## src/rtl/seq_pkg.sv

```systemverilog
package seq_pkg;
  // One-hot state bit positions of the sequencer (execute steps kept apart)
  localparam int S_T1   = 0;
  localparam int S_T2   = 1;
  localparam int S_T3   = 2;
  localparam int S_T4   = 3;
  localparam int S_DEC  = 4;
  localparam int S_CHK  = 5;
  localparam int S_SVC  = 6;
  localparam int S_WAIT = 7;
  localparam int S_HALT = 8;
  localparam int NSTATE = 9;
endpackage

```

## src/rtl/seq_mem.sv

```systemverilog
module seq_mem #(
  parameter int AW = 8,
  parameter int DW = 16
) (
  input  logic          clk,
  input  logic          we,
  input  logic [AW-1:0] waddr,
  input  logic [DW-1:0] wdata,
  input  logic          re,
  input  logic [AW-1:0] raddr,
  output logic [DW-1:0] q
);
  localparam int DEPTH = 1 << AW;

  logic [DW-1:0] ram [DEPTH];

  // single clock, one write port, one registered read port
  always_ff @(posedge clk) begin
    if (we) ram[waddr] <= wdata;
    if (re) q <= ram[raddr];
  end
endmodule

```

## src/rtl/seq_regs.sv

```systemverilog
module seq_regs #(
  parameter int AW = 8,
  parameter int DW = 16
) (
  input  logic          clk,
  input  logic          rst,
  input  logic          mar_take,
  input  logic          mdr_take,
  input  logic          ir_take,
  input  logic          pc_step,
  input  logic [DW-1:0] bus_in,
  output logic [AW-1:0] pc,
  output logic [AW-1:0] mar,
  output logic [DW-1:0] mdr,
  output logic [DW-1:0] ir
);
  always_ff @(posedge clk) begin
    if (rst) begin
      pc  <= '0;
      mar <= '0;
      mdr <= '0;
      ir  <= '0;
    end else begin
      if (mar_take) mar <= pc;
      if (mdr_take) mdr <= bus_in;
      if (ir_take)  ir  <= mdr;
      if (pc_step)  pc  <= pc + AW'(1);
    end
  end
endmodule

```

## src/rtl/seq_ctrl.sv

```systemverilog
module seq_ctrl
  import seq_pkg::*;
#(
  parameter int EXEC_CYCLES = 2
) (
  input  logic                   clk,
  input  logic                   rst,
  input  logic                   dec_halt,
  input  logic                   irq_en,
  input  logic                   irq_pend,
  input  logic                   svc_done,
  output logic [NSTATE-1:0]      st,
  output logic [EXEC_CYCLES-1:0] ex,
  output logic                   fetch_next
);
  logic [NSTATE-1:0]      st_nxt;
  logic [EXEC_CYCLES-1:0] ex_nxt;
  logic                   halt_q;
  logic                   ex_last;

  assign ex_last = ex[EXEC_CYCLES-1];

  // execute steps form a shift chain fed by the decode step
  generate
    if (EXEC_CYCLES == 1) begin : g_ex_one
      assign ex_nxt = st[S_DEC];
    end else begin : g_ex_chain
      assign ex_nxt = {ex[EXEC_CYCLES-2:0], st[S_DEC]};
    end
  endgenerate

  always_comb begin
    st_nxt         = '0;
    st_nxt[S_T2]   = st[S_T1];
    st_nxt[S_T3]   = st[S_T2];
    st_nxt[S_T4]   = st[S_T3];
    st_nxt[S_DEC]  = st[S_T4];
    st_nxt[S_HALT] = st[S_HALT] | (ex_last & halt_q);
    st_nxt[S_CHK]  = ex_last & ~halt_q & irq_en;
    st_nxt[S_SVC]  = st[S_CHK] & irq_pend;
    st_nxt[S_WAIT] = st[S_SVC] | (st[S_WAIT] & ~svc_done);
    st_nxt[S_T1]   = (ex_last & ~halt_q & ~irq_en)
                   | (st[S_CHK] & ~irq_pend)
                   | (st[S_WAIT] & svc_done);
  end

  assign fetch_next = st_nxt[S_T1];

  always_ff @(posedge clk) begin
    if (rst) begin
      st     <= NSTATE'(1) << S_T1;
      ex     <= '0;
      halt_q <= 1'b0;
    end else begin
      st <= st_nxt;
      ex <= ex_nxt;
      if (st[S_DEC]) halt_q <= dec_halt;
    end
  end
endmodule

```

## src/rtl/instr_cycle_seq.sv

```systemverilog
module instr_cycle_seq
  import seq_pkg::*;
#(
  parameter int AW          = 8,
  parameter int DW          = 16,
  parameter int EXEC_CYCLES = 2
) (
  input  logic                   clk,
  input  logic                   rst,
  input  logic                   prog_we,
  input  logic [AW-1:0]          prog_addr,
  input  logic [DW-1:0]          prog_data,
  input  logic                   dec_halt,
  input  logic                   irq_en,
  input  logic                   irq_pend,
  input  logic                   svc_done,
  output logic [AW-1:0]          addr_bus,
  output logic [DW-1:0]          data_bus,
  output logic [AW-1:0]          pc,
  output logic [DW-1:0]          mdr,
  output logic [DW-1:0]          ir,
  output logic                   mar_ld,
  output logic                   mem_rd,
  output logic                   mdr_ld,
  output logic                   ir_ld,
  output logic                   pc_inc,
  output logic                   dec_stb,
  output logic [EXEC_CYCLES-1:0] exe_en,
  output logic                   irq_chk,
  output logic                   svc_req,
  output logic                   halted
);
  logic [NSTATE-1:0]      st;
  logic [EXEC_CYCLES-1:0] ex;
  logic                   fetch_next;
  logic [AW-1:0]          mar;

  seq_ctrl #(.EXEC_CYCLES(EXEC_CYCLES)) u_ctrl (
    .clk(clk), .rst(rst), .dec_halt(dec_halt), .irq_en(irq_en),
    .irq_pend(irq_pend), .svc_done(svc_done),
    .st(st), .ex(ex), .fetch_next(fetch_next)
  );

  seq_regs #(.AW(AW), .DW(DW)) u_regs (
    .clk(clk), .rst(rst), .mar_take(fetch_next), .mdr_take(st[S_T3]),
    .ir_take(st[S_T4]), .pc_step(st[S_T4]), .bus_in(data_bus),
    .pc(pc), .mar(mar), .mdr(mdr), .ir(ir)
  );

  seq_mem #(.AW(AW), .DW(DW)) u_mem (
    .clk(clk), .we(prog_we), .waddr(prog_addr), .wdata(prog_data),
    .re(st[S_T1]), .raddr(mar), .q(data_bus)
  );

  // strobes are the registered state bits themselves
  assign addr_bus = mar;
  assign mar_ld   = st[S_T1];
  assign mem_rd   = st[S_T1];
  assign mdr_ld   = st[S_T3];
  assign ir_ld    = st[S_T4];
  assign pc_inc   = st[S_T4];
  assign dec_stb  = st[S_DEC];
  assign exe_en   = ex;
  assign irq_chk  = st[S_CHK];
  assign svc_req  = st[S_SVC];
  assign halted   = st[S_HALT];
endmodule

```

## config.mk

```make
export PLATFORM = sky130hd
export DESIGN_NAME = instr_cycle_seq
export DESIGN_NICKNAME = d
export VERILOG_FILES = /design/src/rtl/seq_pkg.sv /design/src/rtl/seq_mem.sv /design/src/rtl/seq_regs.sv /design/src/rtl/seq_ctrl.sv /design/src/rtl/instr_cycle_seq.sv
export SDC_FILE = /design/constraint.sdc
export NUM_CORES = 2
export LEC_CHECK = 0
export ABC_AREA = 0
export BUFFER_PORTS_ARGS = -buffer_cell sky130_fd_sc_hd__buf_2
export CORE_MARGIN = 8
export CORE_UTILIZATION = 35
export DETAILED_ROUTE_END_ITERATION = 10
export PLACE_DENSITY = 0.55
export SYNTH_ARGS = -nofsm -noshare
export SYNTH_HDL_FRONTEND = slang
export SYNTH_SLANG_ARGS = --single-unit
export TNS_END_PERCENT = 100
```

## constraint.sdc

```tcl
create_clock -name clk -period 5.9 [get_ports clk]
set_clock_uncertainty 0.1 [all_clocks]
set_input_delay 1.18 -clock clk [delete_from_list [all_inputs] [get_ports clk]]
set_output_delay 1.18 -clock clk [all_outputs]
set_load 0.005 [all_outputs]
```

==> qor.txt <==
Largest net degree at the start of global routing - 146
Slowest-stage cell, CP - nor4_1
Max incr delay on CP - 1.10 ns
WS Path Type - reg -> reg
Total wire length - 461000 um
Critical Path End Type - flop
Synth Flop Type - edfxtp_1
Post-synth net total - 7560
Total grt overflow - 0
Status - finished clean
Hold_buf cts - 0
Vias in the first global route - 81000
Synth area leaders - edfxtp_1, mux4_2, mux2i_1
Post-synth EDFFs - 4112
Peak VDD IR - 237 uV
Post-route insts no fill - 14600
Pwr Total - 59.8 mW
YS warnings - 0
Core box area - 460000 um2
Root buf cell - clkbuf_16
CP Cell Sequence - buf_4 > buf_4 > mux4_2 > nand2b_1 > o32ai_1 > nor4_1 > nand3_1 > nor3_1
Post-CTS Setup Bufs - 0
Global-route wire length before repair - 641000 um
RSZ-0062 raised after global routing - false
Placer congestion estimate - 0.857
Placed Area - 171000 um2
Critical path startpoint category - flop
Post-Syn Area - 161000 um2
CTS sink count - 4172
Number of DRC markers in iteration 0 - 9969
Clock buffer depth - 4
Slew Limit Fails - 0
Initial Util - 0.351
CP dominant cell by count - buf_4
Worst hold path depth - 1
Register area share after synthesis - 0.773
Reg clk slew, reported paths - 0.06 ns
Leak pwr - 55.3 nW
FFs w/ async S/R, synth - 0
Bufs and invs on worst path - 2
Max_cap viols - 0
DP Wirelength - 280000 um
Post-route ant nets - 0
Number of vias per cell - 5.59
Reg2Reg Depth - 8
Seq cells post-synth - 4172
Setup TNS - 0 ns
Largest area contributor in the netlist - edfxtp_1
# H-tree levels - 5
Post-cts sizing count - 0
Worst setup margin - 0.499 ns
Slew margin rel. - 0.0549
P&R area growth vs syn - 14.5%
Top cell type's share of synthesized area - 0.765
DR pass1 iterations - 6
Final Setup Violations - 0
Post-Place Setup Slack - 0.629 ns
Total CTS buffers - 424
Drt drc - 0
Crit Path Max Fanout - 37
Crit path max-delay family - simple AND/OR/NAND/NOR gates
CTS tree - done
Placed cell count - 13800
Worst-Skew Late Latency - 1.00 ns
Design Area, Final - 185000 um2
Fin crit share - 0.915
Vert. Die Dim - 695 um
Share of cells above drive strength 1 - 0.262
CP Depth - 8
Tightest Pin Transition - 1.41 ns
Die area - 483000 um2
Critical Path AT - 6.10 ns
Pwr dens - 323 nW/um2
Hold Path Class - reg -> reg
Max Freq - 185 MHz
Die width - 695 um
Gate Count Post-Synth - 7528
Wirelength per Cell - 31.7 um
Syn_area_per_cell - 21.4 um2
Antenna violations before repair - 31
I/O Buffers - 105
Synth unique cells - 65
Period minus WS final - 5.40 ns
Post-layout net count - 8059
GR Util All Layers - 0.185
Final Hold Viols - 0
DR vias - 81400
Critical Path RT - 6.60 ns
Hold_ws - 0.336 ns
Final Util - 0.402
Core Rows - 249
Ports - 106
## cells in the mapped netlist (49+ instances only)
cell and n:
edfxtp_1 4112, nand2_1 111, a221oi_1 78, o22ai_1 78, clkbuf_1 246, mux2i_1 374, o221ai_1 138, a21oi_1 145
nor2_1 352, buf_6 49, nand3_1 100, buf_2 87, mux4_2 892, mux2_2 91, dfxtp_1 60, a22oi_1 77
nor3_1 76
## layer usage
layer	routed length [um]	vias to the layer above	GRT usage
li1	-	32900	-
met1	191000	43900	0.259
met2	214000	3774	0.290
met3	38800	769	0.0359
met4	17200	12	0.0624
met5	92	-	0
## state kept, by name (all words and copies together) (netlist names)
register	flops
u_ctrl.halt_q	1
u_ctrl.ex	2
u_mem.q	16
u_mem.ram	4096
u_regs.mar	8
u_regs.pc	8
u_ctrl.st	9
u_regs.ir	16
u_regs.mdr	16
## cells in the final DEF (no fill, tap or decap), types with 91 or more instances in the layout
master and instances:
mux4_2 892, nor2_1 310, edfxtp_1 4112, clkbuf_1 120, clkbuf_16 431, o221ai_1 138, a21oi_1 145, mux2_2 91
nand3_1 91, nand2_1 111, buf_4 393, mux2i_1 374
## final timing paths
kind	startpoint	end	slack, ns
setup reg to reg	u_regs.mar[1]	u_mem.q[7]	0.50
hold / removal	u_ctrl.st[1]	u_ctrl.st[2]	0.34
hold reg to reg	u_ctrl.st[1]	u_ctrl.st[2]	0.34
setup / recovery	u_regs.mar[1]	u_mem.q[7]	0.50
## worst register-to-register path, stage by stage (launching register included)
cell and delay [ns]:
dfxtp_4 0.93, buf_4 0.49, buf_4 0.62, mux4_2 0.36, nand2b_1 0.11, o32ai_1 0.14, nor4_1 1.10, nand3_1 0.98
nor3_1 0.39
## power by group
part           internal [mW]  switching [mW]  total [mW]
clock network           15.0            11.3        26.3
logic                  0.101           0.700       0.801
registers               32.6          0.0348        32.7
## layout make-up
type	count	area, um2
fill	40400	275000
sequential	4172	125000
multi-input combinational	2876	34200
clock buffer	561	11400
tap	6149	7690
timing repair buffer	547	4610
clock inverter	216	2090
antenna	28	70.1
inverter	6	37.5
## cells by family after synthesis
kind of cell             Yosys count  share of synthesized area
AO/OA/AOI/OAI                    740                     0.0343
XOR/XNOR                           5                   0.000271
adder cells (fa/ha/maj)            1                  0.0000775
buffers and inverters            480                     0.0169
flip-flops                      4172                      0.773
multiplexers                    1358                      0.154
AND/OR/NAND/NOR                  772                     0.0216
Note: power is estimated with default switching activity, not from simulation.
